**src/rtl/ecu_pkg.sv**
```systemverilog
package ecu_pkg;
  localparam int CTX_CODE_W = 3;
  localparam int NUM_CTX    = 1 << CTX_CODE_W;

  typedef enum logic [CTX_CODE_W-1:0] {
    CTX_SUP  = 3'd0,
    CTX_INT0 = 3'd1,
    CTX_INT1 = 3'd2,
    CTX_INT2 = 3'd3,
    CTX_INT3 = 3'd4,
    CTX_EXC  = 3'd5,
    CTX_NMI  = 3'd6,
    CTX_DBG  = 3'd7
  } ctx_code_e;

  typedef enum logic [1:0] {
    KIND_NORMAL  = 2'd0,
    KIND_SYSCALL = 2'd1,
    KIND_BRKPT   = 2'd2,
    KIND_DBGSTOP = 2'd3
  } exc_kind_e;
endpackage

```
**src/rtl/ecu_ctrl.sv**
```systemverilog
module ecu_ctrl
  import ecu_pkg::*;
(
  input  logic                  clk,
  input  logic                  rst,
  input  logic                  accept_i,
  input  logic [1:0]            exc_kind_i,
  input  logic                  ret_i,
  output logic                  save_we,
  output logic                  load_re,
  output logic                  cause_en,
  output logic                  flow_valid_q
);
  // accept wins over return in the same cycle
  always_comb begin
    save_we  = accept_i;
    load_re  = ret_i & ~accept_i;
    cause_en = accept_i & (exc_kind_e'(exc_kind_i) == KIND_NORMAL);
  end

  always_ff @(posedge clk) begin
    if (rst) flow_valid_q <= 1'b0;
    else     flow_valid_q <= load_re;
  end
endmodule

```
**src/rtl/ecu_save_bank.sv**
```systemverilog
module ecu_save_bank #(
  parameter int DEPTH  = 8,
  parameter int DATA_W = 32,
  localparam int IDX_W = $clog2(DEPTH)
) (
  input  logic              clk,
  input  logic              rst,
  input  logic              we,
  input  logic [IDX_W-1:0]  waddr,
  input  logic [DATA_W-1:0] wdata,
  input  logic              re,
  input  logic [IDX_W-1:0]  raddr,
  output logic [DATA_W-1:0] rdata_q
);
  // storage without reset so it maps to RAM; emptiness tracked by flags
  logic [DATA_W-1:0] mem [DEPTH];
  logic [DEPTH-1:0]  filled;

  always_ff @(posedge clk) begin
    if (we) mem[waddr] <= wdata;
  end

  always_ff @(posedge clk) begin
    if (rst)     filled        <= '0;
    else if (we) filled[waddr] <= 1'b1;
  end

  always_ff @(posedge clk) begin
    if (rst)     rdata_q <= '0;
    else if (re) rdata_q <= filled[raddr] ? mem[raddr] : '0;
  end
endmodule

```
**src/rtl/ecu_cause_reg.sv**
```systemverilog
module ecu_cause_reg #(
  parameter int OFS_W = 16,
  parameter int VEC_W = 9,
  localparam int CAUSE_W = VEC_W - 2
) (
  input  logic               clk,
  input  logic               rst,
  input  logic               en,
  input  logic [OFS_W-1:0]   offset,
  output logic [CAUSE_W-1:0] cause_q
);
  always_ff @(posedge clk) begin
    if (rst)     cause_q <= '0;
    else if (en) cause_q <= offset[VEC_W-1:2];
  end
endmodule

```
**src/rtl/exc_ctx_unit.sv**
```systemverilog
module exc_ctx_unit
  import ecu_pkg::*;
#(
  parameter int SR_W   = 32,
  parameter int ADDR_W = 32,
  parameter int OFS_W  = 16,
  parameter int VEC_W  = 9,
  localparam int CAUSE_W = VEC_W - 2
) (
  input  logic                  clk,
  input  logic                  rst,
  input  logic                  accept_i,
  input  logic [CTX_CODE_W-1:0] accept_ctx_i,
  input  logic [1:0]            exc_kind_i,
  input  logic [SR_W-1:0]       cur_status_i,
  input  logic [ADDR_W-1:0]     reentry_addr_i,
  input  logic [OFS_W-1:0]      vec_offset_i,
  input  logic                  ret_i,
  input  logic [CTX_CODE_W-1:0] ret_ctx_i,
  output logic                  flow_valid_o,
  output logic [ADDR_W-1:0]     flow_addr_o,
  output logic [SR_W-1:0]       rest_status_o,
  output logic [CAUSE_W-1:0]    cause_o
);
  logic save_we, load_re, cause_en;

  ecu_ctrl u_ctrl (
    .clk          (clk),
    .rst          (rst),
    .accept_i     (accept_i),
    .exc_kind_i   (exc_kind_i),
    .ret_i        (ret_i),
    .save_we      (save_we),
    .load_re      (load_re),
    .cause_en     (cause_en),
    .flow_valid_q (flow_valid_o)
  );

  ecu_save_bank #(.DEPTH(NUM_CTX), .DATA_W(SR_W)) u_status_bank (
    .clk     (clk),
    .rst     (rst),
    .we      (save_we),
    .waddr   (accept_ctx_i),
    .wdata   (cur_status_i),
    .re      (load_re),
    .raddr   (ret_ctx_i),
    .rdata_q (rest_status_o)
  );

  ecu_save_bank #(.DEPTH(NUM_CTX), .DATA_W(ADDR_W)) u_addr_bank (
    .clk     (clk),
    .rst     (rst),
    .we      (save_we),
    .waddr   (accept_ctx_i),
    .wdata   (reentry_addr_i),
    .re      (load_re),
    .raddr   (ret_ctx_i),
    .rdata_q (flow_addr_o)
  );

  ecu_cause_reg #(.OFS_W(OFS_W), .VEC_W(VEC_W)) u_cause (
    .clk     (clk),
    .rst     (rst),
    .en      (cause_en),
    .offset  (vec_offset_i),
    .cause_q (cause_o)
  );
endmodule

```
**config.mk**
```make
export PLATFORM = sky130hd
export DESIGN_NAME = exc_ctx_unit
export DESIGN_NICKNAME = d
export VERILOG_FILES = /design/src/rtl/ecu_pkg.sv /design/src/rtl/ecu_ctrl.sv /design/src/rtl/ecu_save_bank.sv /design/src/rtl/ecu_cause_reg.sv /design/src/rtl/exc_ctx_unit.sv
export SDC_FILE = /design/constraint.sdc
export NUM_CORES = 1
export LEC_CHECK = 0
export BUFFER_PORTS_ARGS = -buffer_cell sky130_fd_sc_hd__buf_2
export CORE_MARGIN = 2
export CORE_UTILIZATION = 40
export CTS_BUF_LIST = sky130_fd_sc_hd__clkbuf_4
export DETAILED_ROUTE_END_ITERATION = 8
export SKIP_LAST_GASP = 1
export SYNTH_ARGS = -nofsm -noshare
export SYNTH_HDL_FRONTEND = slang
export SYNTH_SLANG_ARGS = --single-unit
```
**constraint.sdc**
```tcl
create_clock -name clk -period 10.2 [get_ports clk]
set_input_delay 2.04 -clock clk [delete_from_list [all_inputs] [get_ports clk]]
set_output_delay 2.04 -clock clk [all_outputs]
set_load 0.005 [all_outputs]
```
Word-level counts from Yosys, hierarchy flattened
Memory sizes are Yosys's and may differ from the RTL's.
Cells that the tools add are included.
Widths: inputs -> output; s select.
{"block": "totals", "output_inout_bits": 72, "memories": 2, "input_bits": 92, "register_bits": 88, "ram_bits": 512, "wordCells": 28}
{"block": "op_classes", "order_cmp": 3, "n_mux": 10, "reduce_logical": 2, "bitwise_logic": 5}
{"name": "u_addr_bank.mem", "depth": 8, "width": 32, "rd": 1, "rd_clocked_by_memory_dff": 0, "wr": 1, "line": "ecu_save_bank.sv:16", "text": "logic [DATA_W-1:0] mem [DEPTH];"}
{"name": "u_status_bank.mem", "depth": 8, "width": 32, "rd": 1, "rd_clocked_by_memory_dff": 0, "wr": 1, "line": "ecu_save_bank.sv:16"}
{"cell": "$mux 32", "n": 2}
{"cell": "$or 8x8->8", "n": 2}
{"cell": "$lt 3x4->1 const B", "n": 2}
{"cell": "$bmux 1 s3", "n": 2}
{"cell": "$mux 1", "n": 5}
{"cell": "$demux 1 s3", "n": 1}
{"cell": "$ge 3x1->1 const B", "n": 1}
{"cell": "$and 1x1->1", "n": 2}
{"cell": "$logic_not 2->1", "n": 1}
{"cell": "$logic_and 1x1->1", "n": 1}
{"cell": "$not 1->1", "n": 1}

Longest topological paths before layout
Gate-level depths: netlist (run 1).
{"block": "depth", "word_depth": 5, "mapped_depth": 6}

Cells and area by module
A second synthesis (run 1) with hierarchy kept.
{"block": "hier_totals", "cells_unflattened": 1067, "hier_area_um2": 23022.1}
{"mod": "ecu_save_bank (u_status_bank)", "n_inst": 1, "seq_area_each_um2": 8488.1, "area_per_inst_um2": 11358.4, "cells_per_inst": 520}
{"mod": "ecu_save_bank (u_addr_bank)", "n_inst": 1, "seq_area_each_um2": 8488.1, "area_per_inst_um2": 11357.1, "cells_per_inst": 520}
{"mod": "ecu_cause_reg", "n_inst": 1, "seq_area_each_um2": 140.1, "area_per_inst_um2": 247.7, "cells_per_inst": 22}
{"mod": "ecu_ctrl", "n_inst": 1, "seq_area_each_um2": 20.0, "area_per_inst_um2": 58.8, "cells_per_inst": 5}

Least setup slack after synthesis (run 1)
Ideal clock, no wire load.
{"block": "synth_path", "path_kind": "input -> register", "from": "input accept_ctx_i[0]", "to": "memory u_addr_bank.mem[0][0], enable pin", "arrival_ns": 8.902, "required_time_ns": 9.523, "setup_time_ns": 0.677, "path_stages": 1, "setup_slack_ns": 0.621, "cell_sequence": "nor4b_1"}
{"element": "start, declared", "line": "exc_ctx_unit.sv:13", "text": "input logic [CTX_CODE_W-1:0] accept_ctx_i,"}
{"element": "end, declared", "line": "ecu_save_bank.sv:16"}
Straight into the memory's write port.

Worst setup path after layout (run 1)
{"block": "layout_path", "from": "input ret_ctx_i[1]", "to": "register u_addr_bank.rdata_q[1]"}
{"block": "layout_between", "elab_chain_len": 3, "elab_cells_between_ends": 4}
{"element": "start, declared", "line": "exc_ctx_unit.sv:19", "text": "input logic [CTX_CODE_W-1:0] ret_ctx_i,"}
{"element": "$bmux 1 s3", "line": "ecu_save_bank.sv:30", "text": "else if (re) rdata_q <= filled[raddr] ? mem[raddr] : '0;"}
{"element": "$mux 1 (implied by the code)", "line": "ecu_save_bank.sv:30"}
{"element": "$mux 32 (*)", "line": "ecu_save_bank.sv:30"}
{"element": "end signal, assigned", "line": "ecu_save_bank.sv:30"}
{"element": "end, declared", "line": "ecu_save_bank.sv:13", "text": "output logic [DATA_W-1:0] rdata_q"}
Mark *: on every way between the ends. The rest lies on a longest branch, timed or not. The select of a mux whose other input is x is not followed.
A chain may end at the register's enable or synchronous reset.

==> impl_metrics.csv, run 1 <==
group,metric,value,unit
final_layout,multiInputGateArea,0.00497,mm^2
placement,dpl.hpwl,23600,um
floorplanning,start_util,40.6,%
power_and_ir_drop,p_switching,1.10,mW
drt,vias,11041,
cts,path_clk_slew,0.06,ns
power_and_ir_drop,p_per_area,198,mW/mm^2
grt,grt_pass1_vias,11773,
power_and_ir_drop,ir_drop,0.0804,mV
timing,fin_skew,0.0358,ns
floorplanning,die_h,241,um
final_layout,stdcell_count,2137,
cts,cts_buffers,158,
cts,cts.sinks,600,
cts,h-tree-depth,4,
logic_synthesis,synthesis.nets,1074,
final_layout,final_util,47.4,%
cts,clock_latency,0.95,ns
timing,rsz0062_at_grt,"false",
cts,cts_root_buf,"clkbuf_4",
setup_path,critPathSlowestCell,"buf_4",
power_and_ir_drop,power,5.18,mW
hold_path,hold_depth,2,
logic_synthesis,syn_area_per_cell,22.8,um^2
timing,min_period,4.23,ns
setup_path,reg2reg_to,"u_status_bank.rdata_q[26]",
grt,grt.overflow.total,0,
drt,detail-route-antenna-nets,0,
power_and_ir_drop,internal_power,4.08,mW
placement,io_buffers,154,
final_layout,ff_latch_area,0.0171,mm^2
logic_synthesis,syn_area,0.0224,mm^2
grt,grt_max_degree,81,
drt,drtPass1Iterations,5,
timing,worst_slack,5.97,ns
logic_synthesis,synth_cells,982,
hold_path,holdPathEnd,"u_addr_bank.filled[7]",
timing,tightest_slew,1.13,ns
drt,topRoutingLayerUsed,"met5",
power_and_ir_drop,power.share.clock,42.1,%
placement,place_inst,1842,
logic_synthesis,synth_cell_type_count,23,
cts,cts_buffer_depth,3,
grt,track_usage,17.2,%
cts,hold_buffers,0,
cts,cts_setup_buffers,0,
floorplanning,ioPinCount,164,
setup_path,r2r_cells,3,
setup_path,cp.arrival,5.06,ns
timing,maxSlewHeadroom,25.0,%
drt,postRouteWirelength,48200,um
final_layout,final_cell_mix,"edfxtp_1 (512), clkbuf_4 (250), buf_2 (151)",
setup_path,cp_slowest_stage_delay,0.96,ns
final_layout,drive_above_1_share,42.1,%
timing,hold_viol_final,0,
timing,finalCritPeriodShare,41.5,%
timing,setup_tns,0,ns
grt,antenna_found_initial,9,
power_and_ir_drop,p_leak,9.11,nW
power_and_ir_drop,p_comb_share,4.8,%
setup_path,cp-end-kind,"flip-flop",
hold_path,min-delay-start,"u_addr_bank.filled[7]",
drt,dr_wl_met3,2970,um
logic_synthesis,seq_area_frac_synth,76.5,%
floorplanning,dieArea,0.0579,mm^2
setup_path,worstSetupStartpointType,"input port",
hold_path,hp-class,"reg -> reg",
final_layout,fillers,4726,
logic_synthesis,synthAdderAreaFrac,0,%
setup_path,reg2reg_from,"u_status_bank.filled[3]",
setup_path,crit_required,11.03,ns
logic_synthesis,synthSimpleGateAreaFrac,1.03,%
drt,viasPerCell,5.17,
grt,grt_pass1_wl,71400,um
drt,wl_met1,19600,um
timing,setup_viol,0,
status,status,"complete, no violations",
drt,wl_met2,24600,um
logic_synthesis,synth.area.mux_share,17.9,%
timing,slew_violations,0,
floorplanning,rows,86,
logic_synthesis,synth-seq-cells,600,
timing,max_freq,237,MHz
drt,wire_per_inst,22.6,um
job,cap_violations,0,
drt,route.detailed.drc,0,
logic_synthesis,synth_compound_area_share,2.90,%
setup_path,critical_path_class,"in -> reg",
logic_synthesis,synth_top_family_by_area,"multiplexers",
setup_path,r2r_setup_slack,8.18,ns
drt,drt-initial-drc-count,593,
logic_synthesis,yosysWarnings,0,
logic_synthesis,synth_xor_area_share,0,%
placement,dp_slack,4.88,ns
final_layout,mostFrequentLayoutCell,"edfxtp_1",
setup_path,crit_fanout,80,
power_and_ir_drop,power_frac_seq,53.1,%
cts,post_cts_resized,0,
cts,cts_tree,"done",
setup_path,path_cells,"buf_6 > buf_4 > mux4_1 > mux2_2 > a32o_1",
power_and_ir_drop,p_sw_share,21.2,%
floorplanning,core,0.0552,mm^2
placement,routabilityCongestion,0.664,
final_layout,area_growth,16.7,%
final_layout,final_nets,1346,
floorplanning,fp.dieW,241,um
worst max-delay path by stage:
stage / startpoint / end / slack (ns) / cells after the start
after floorplan: accept_ctx_i[0] / u_addr_bank.mem[0][0] / 0.62 / 1
after global placement: ret_ctx_i[1] / u_status_bank.rdata_q[24] / 4.89 / 5
after detailed placement: ret_ctx_i[1] / u_addr_bank.rdata_q[1] / 4.88 / 5
after CTS: ret_ctx_i[1] / u_addr_bank.rdata_q[1] / 5.98 / 5
after global routing: ret_ctx_i[1] / u_addr_bank.rdata_q[1] / 5.84 / 5
final: ret_ctx_i[1] / u_addr_bank.rdata_q[1] / 5.97 / 5
cells in the mapped netlist:
library cell	instances	area (um^2)
buf_2	4	20.0
nand4_1	1	6.26
a32o_1	64	641
buf_6	11	124
mux4_1	61	1600
nor2b_1	1	6.26
nor4b_1	1	8.76
a21oi_1	2	10.0
mux4_2	71	1600
buf_1	8	30.0
edfxtp_1	512	15400
inv_1	3	11.3
mux2i_1	7	70.1
dfxtp_1	88	1760
mux2_2	66	743
clkbuf_1	34	128
nor3b_1	1	7.51
nand2b_1	1	6.26
nor4bb_1	3	30.0
buf_12	1	20.0
nor2_1	36	135
buf_8	3	45.0
and4b_1	3	30.0
layer usage:
metal / up-vias / track usage, %
met4: 12 / 6.91
met1: 5719 / 20.6
met2: 307 / 28.8
met5: - / 0
met3: 92 / 5.64
li1: 4911 / -
sequential cells by signal, indices dropped and copies added (netlist names):
| signal | count |
|---|---|
| u_addr_bank.rdata_q | 32 |
| u_status_bank.filled | 8 |
| u_status_bank.rdata_q | 32 |
| u_status_bank.mem | 256 |
| u_cause.cause_q | 7 |
| u_ctrl.flow_valid_q | 1 |
| u_addr_bank.filled | 8 |
| u_addr_bank.mem | 256 |
worst max-delay path: cells and delay by family:
family                 cells  cell delay, ns
AO/OA/AOI/OAI              1            0.26
buffers and inverters      2            1.71
multiplexers               2            0.97
power by group through the flow:
stage | clock network (mW) | registers (mW) | logic (mW)
detailed placement | 0 | 2.80 | 0.254
CTS | 2.26 | 2.75 | 0.255
global route | 2.39 | 2.76 | 0.270
floorplan | 0 | 2.80 | 0.160
finish | 2.18 | 2.75 | 0.248
global placement | 0 | 2.80 | 0.249
metrics by stage:
stage	hold WS, ns	cell area (um^2)
final	0.455	26200
after global routing	0.470	26200
after CTS	0.454	26100
after detailed placement	0.443	24000
after global placement	0.442	24000
after floorplan	0.421	22400
area by class of cell:
cell class                      count  share of cell area [%]
Antenna cell                        7                  0.0670
Clock buffer                      250                    7.17
Clock inverter                     38                    1.09
Inverter                            3                  0.0430
Multi-Input combinational cell    318                    19.0
Sequential cell                   600                    65.5
Tap cell                          748                    3.58
Timing Repair Buffer              173                    3.53
cell families after synthesis:
kind of cell | after synthesis
muxes | 205
DFF | 600
and+or+nand+nor | 47
buffers and inverters | 64
AOI/OAI and AO/OA | 66
Power figures use the tool's default switching activity.
==> run 2: changes to the inputs <==
--- a/config.mk
+++ b/config.mk
@@ -5,6 +5,7 @@
 export SDC_FILE = /design/constraint.sdc
 export NUM_CORES = 1
 export LEC_CHECK = 0
+export ABC_AREA = 1
 export BUFFER_PORTS_ARGS = -buffer_cell sky130_fd_sc_hd__buf_2
 export CORE_MARGIN = 2
 export CORE_UTILIZATION = 40
==> constraint.sdc (replaced) <==
create_clock -name clk -period 3.55 [get_ports clk]
set_input_delay 0.71 -clock clk [delete_from_list [all_inputs] [get_ports clk]]
set_output_delay 0.71 -clock clk [all_outputs]
set_load 0.005 [all_outputs]
==> run 2 against run 1 <==
Non-clock buffer count rose by 95. Global-route usage rose by 2.1 points. Critical endpoint is now rest_status_o[30]. Hold slack got worse by 0.33 ns. Clock skew rose by 0.0047 ns. Register-to-register slack got worse by 6.1 ns. Final area rose by 15%. Largest power group unchanged. Via count rose by 65%. Total power rose to 2.9 times the previous value. Critical path type is now reg -> out.
==> impl_metrics.csv, run 2 <==
group,metric,value,unit
status,status,"complete, no violations",
grt,grt_pass1_vias,18093,
timing,slew_violations,0,
floorplanning,start_util,40.3,%
drt,route.detailed.drc,0,
placement,dpl.hpwl,33400,um
timing,rsz0062_at_grt,"false",
setup_path,cp_top_family,"flip-flops",
cts,hold_buffers,71,
logic_synthesis,synth-main-ff-cell,"edfxtp_1",
power_and_ir_drop,p_switching,3.56,mW
timing,finalCritPeriodShare,64.1,%
final_layout,largestRegisters,"u_addr_bank.mem: 256 flops, u_status_bank.mem: 256 flops",
timing,min_period,2.27,ns
logic_synthesis,synth-seq-cells,600,
placement,place_inst,3555,
drt,drtPass1Iterations,5,
final_layout,fillers,5861,
drt,detail-route-antenna-nets,0,
placement,io_buffers,154,
setup_path,crit_fanout,2,
setup_path,cp.arrival,1.56,ns
timing,max_freq,440,MHz
setup_path,critPathSlowestCell,"dfxtp_1",
setup_path,critical_path_class,"reg -> out",
cts,cts_buffers,156,
logic_synthesis,syn_area_per_cell,9.61,um^2
timing,maxSlewHeadroom,29.8,%
floorplanning,rows,92,
cts,cts_tree,"done",
final_layout,area_growth,18.5,%
final_layout,drive_above_1_share,15.2,%
floorplanning,core,0.0630,mm^2
cts,post_cts_resized,0,
setup_path,worstSetupStartpointType,"flip-flop",
cts,cts_setup_buffers,0,
floorplanning,die_h,256,um
grt,grt.overflow.total,0,
grt,grt_max_degree,177,
logic_synthesis,synth_cell_type_count,13,
timing,setup_tns,0,ns
logic_synthesis,synth_top_cell_by_area,"edfxtp_1",
timing,worst_hold_slack,0.125,ns
power_and_ir_drop,power_frac_seq,52.3,%
timing,hold_viol_final,0,
logic_synthesis,synth_commonest_cells,"nand2_1 (944), inv_1 (540), edfxtp_1 (512)",
power_and_ir_drop,internal_power,11.6,mW
timing,worst_slack,1.28,ns
placement,routabilityCongestion,0.731,
logic_synthesis,seq_area_frac_synth,67.5,%
drt,postRouteWirelength,62800,um
logic_synthesis,synthesis.nets,2734,
final_layout,final_nets,3030,
grt,antenna_found_initial,10,
logic_synthesis,synth_area_leaders,"edfxtp_1 (61%), nand2_1 (14%), inv_1 (8.0%), dfxtp_1 (6.9%), nand3_1 (6.4%)",
cts,cts_buffer_depth,3,
cts,cts.sinks,600,
power_and_ir_drop,power.share.clock,40.5,%
cts,cts_root_buf,"clkbuf_4",
logic_synthesis,synth_edf_count,512,
setup_path,path_buf_inv,1,
power_and_ir_drop,ir_drop,0.282,mV
power_and_ir_drop,p_leak,13.7,nW
power_and_ir_drop,power,15.2,mW
grt,track_usage,19.3,%
grt,grt_pass1_wl,98000,um
setup_path,path_cells,"buf_2",
setup_path,crit_required,2.84,ns
cts,path_clk_slew,0.06,ns
job,cap_violations,0,
drt,viasPerCell,4.65,
logic_synthesis,synth_top_area_share,60.6,%
floorplanning,fp.dieW,256,um
timing,fin_skew,0.0405,ns
setup_path,cp_slowest_stage_delay,0.44,ns
hold_path,hp-class,"in -> reg",
logic_synthesis,syn_area,0.0254,mm^2
placement,dp_slack,0.970,ns
floorplanning,ioPinCount,164,
setup_path,cp-end-kind,"output pin",
logic_synthesis,yosysWarnings,0,
timing,tightest_slew,1.05,ns
logic_synthesis,async_reset_ff_share,0,%
cts,clock_latency,0.97,ns
final_layout,final_cell_mix,"nand2_1 (943), inv_1 (538), edfxtp_1 (512)",
power_and_ir_drop,p_comb_share,7.3,%
drt,drt-initial-drc-count,1249,
drt,wire_per_inst,16.0,um
floorplanning,dieArea,0.0655,mm^2
logic_synthesis,yosysMostFrequentCell,"nand2_1",
power_and_ir_drop,p_sw_share,23.5,%
final_layout,stdcell_count,3915,
final_layout,mostFrequentLayoutCell,"nand2_1",
timing,setup_viol,0,
logic_synthesis,synth_cells,2642,
drt,vias,18204,
power_and_ir_drop,p_per_area,504,mW/mm^2
cts,h-tree-depth,4,
## run 2: changes by cell type after synthesis, moves of 7 or more
cell / before / now
buf_2: 4 / 50
nand3_1: 0 / 326
buf_6: 11 / 0
mux4_1: 61 / 0
nand2_1: 0 / 944
inv_1: 3 / 540
clkbuf_1: 34 / 53
mux2_2: 66 / 0
nor2_1: 36 / 12
mux4_2: 71 / 0
mux2i_1: 7 / 0
a32o_1: 64 / 0
a21oi_1: 2 / 87
buf_1: 8 / 25
## run 2: final cells by class
cell class | count | area (um^2) | area share, %
Timing Repair Buffer | 268 | 2040 | 6.78
Antenna cell | 5 | 12.5 | 0.0416
Multi-Input combinational cell | 1370 | 5720 | 19.0
Sequential cell | 600 | 17100 | 56.9
Tap cell | 846 | 1060 | 3.52
Clock buffer | 240 | 1800 | 5.99
Clock inverter | 44 | 283 | 0.940
Inverter | 542 | 2040 | 6.78
## run 2: worst paths after layout
check | slack, ns | depth (start not counted) | endpoint | start
worst max-delay path | 1.28 | 1 | rest_status_o[30] | u_status_bank.rdata_q[30]
worst min-delay path | 0.13 | 4 | u_cause.cause_q[2] | exc_kind_i[0]
worst max register to register | 2.09 | 9 | u_addr_bank.rdata_q[14] | u_addr_bank.filled[5]
worst min register to register | 0.45 | 2 | u_status_bank.filled[4] | u_status_bank.filled[4]
## run 2: cells by family after synthesis
group / Yosys count / share of synthesized area [%]
compound gates: 87 / 1.71
simple gates: 1283 / 20.6
flops: 600 / 67.5
buf+inv: 672 / 10.2
## run 2: power by group through the flow
stage               Sequential (mW)  Clock (mW)  Combinational (mW)
finish                         7.92        6.13                1.10
global route                   7.94        6.67                1.24
CTS                            7.92        6.30                1.11
detailed placement             8.08           0                1.04
global placement               8.07           0                1.01
floorplan                      8.08           0               0.623
## run 2: worst register-to-register path, cell delays in order, from the launching register on
cell and delay [ns]:
dfxtp_1 0.32, inv_1 0.05, nand2_1 0.06, nand3_1 0.09, nand2_1 0.09, nand2_1 0.05, nand2_1 0.13, buf_4 0.27
nand3_1 0.19, a21oi_1 0.15
## run 2: metrics by stage
step	cell area [um^2]	util (%)
6_report	30100	47.8
3_5_place_dp	27300	43.3
3_3_place_gp	27300	43.3
2_1_floorplan	25400	-
5_1_grt	30100	47.8
4_1_cts	30100	47.8
## run 2: layer usage
layer,GRT usage [%],wire length [um],part of all wire [%],up-vias
met3,4.94,3660,5.8,112
met2,32.4,30600,49,508
met4,6.47,1120,1.8,8
li1,-,-,-,8994
met5,0,54,0.086,-
met1,24.4,27400,44,8582
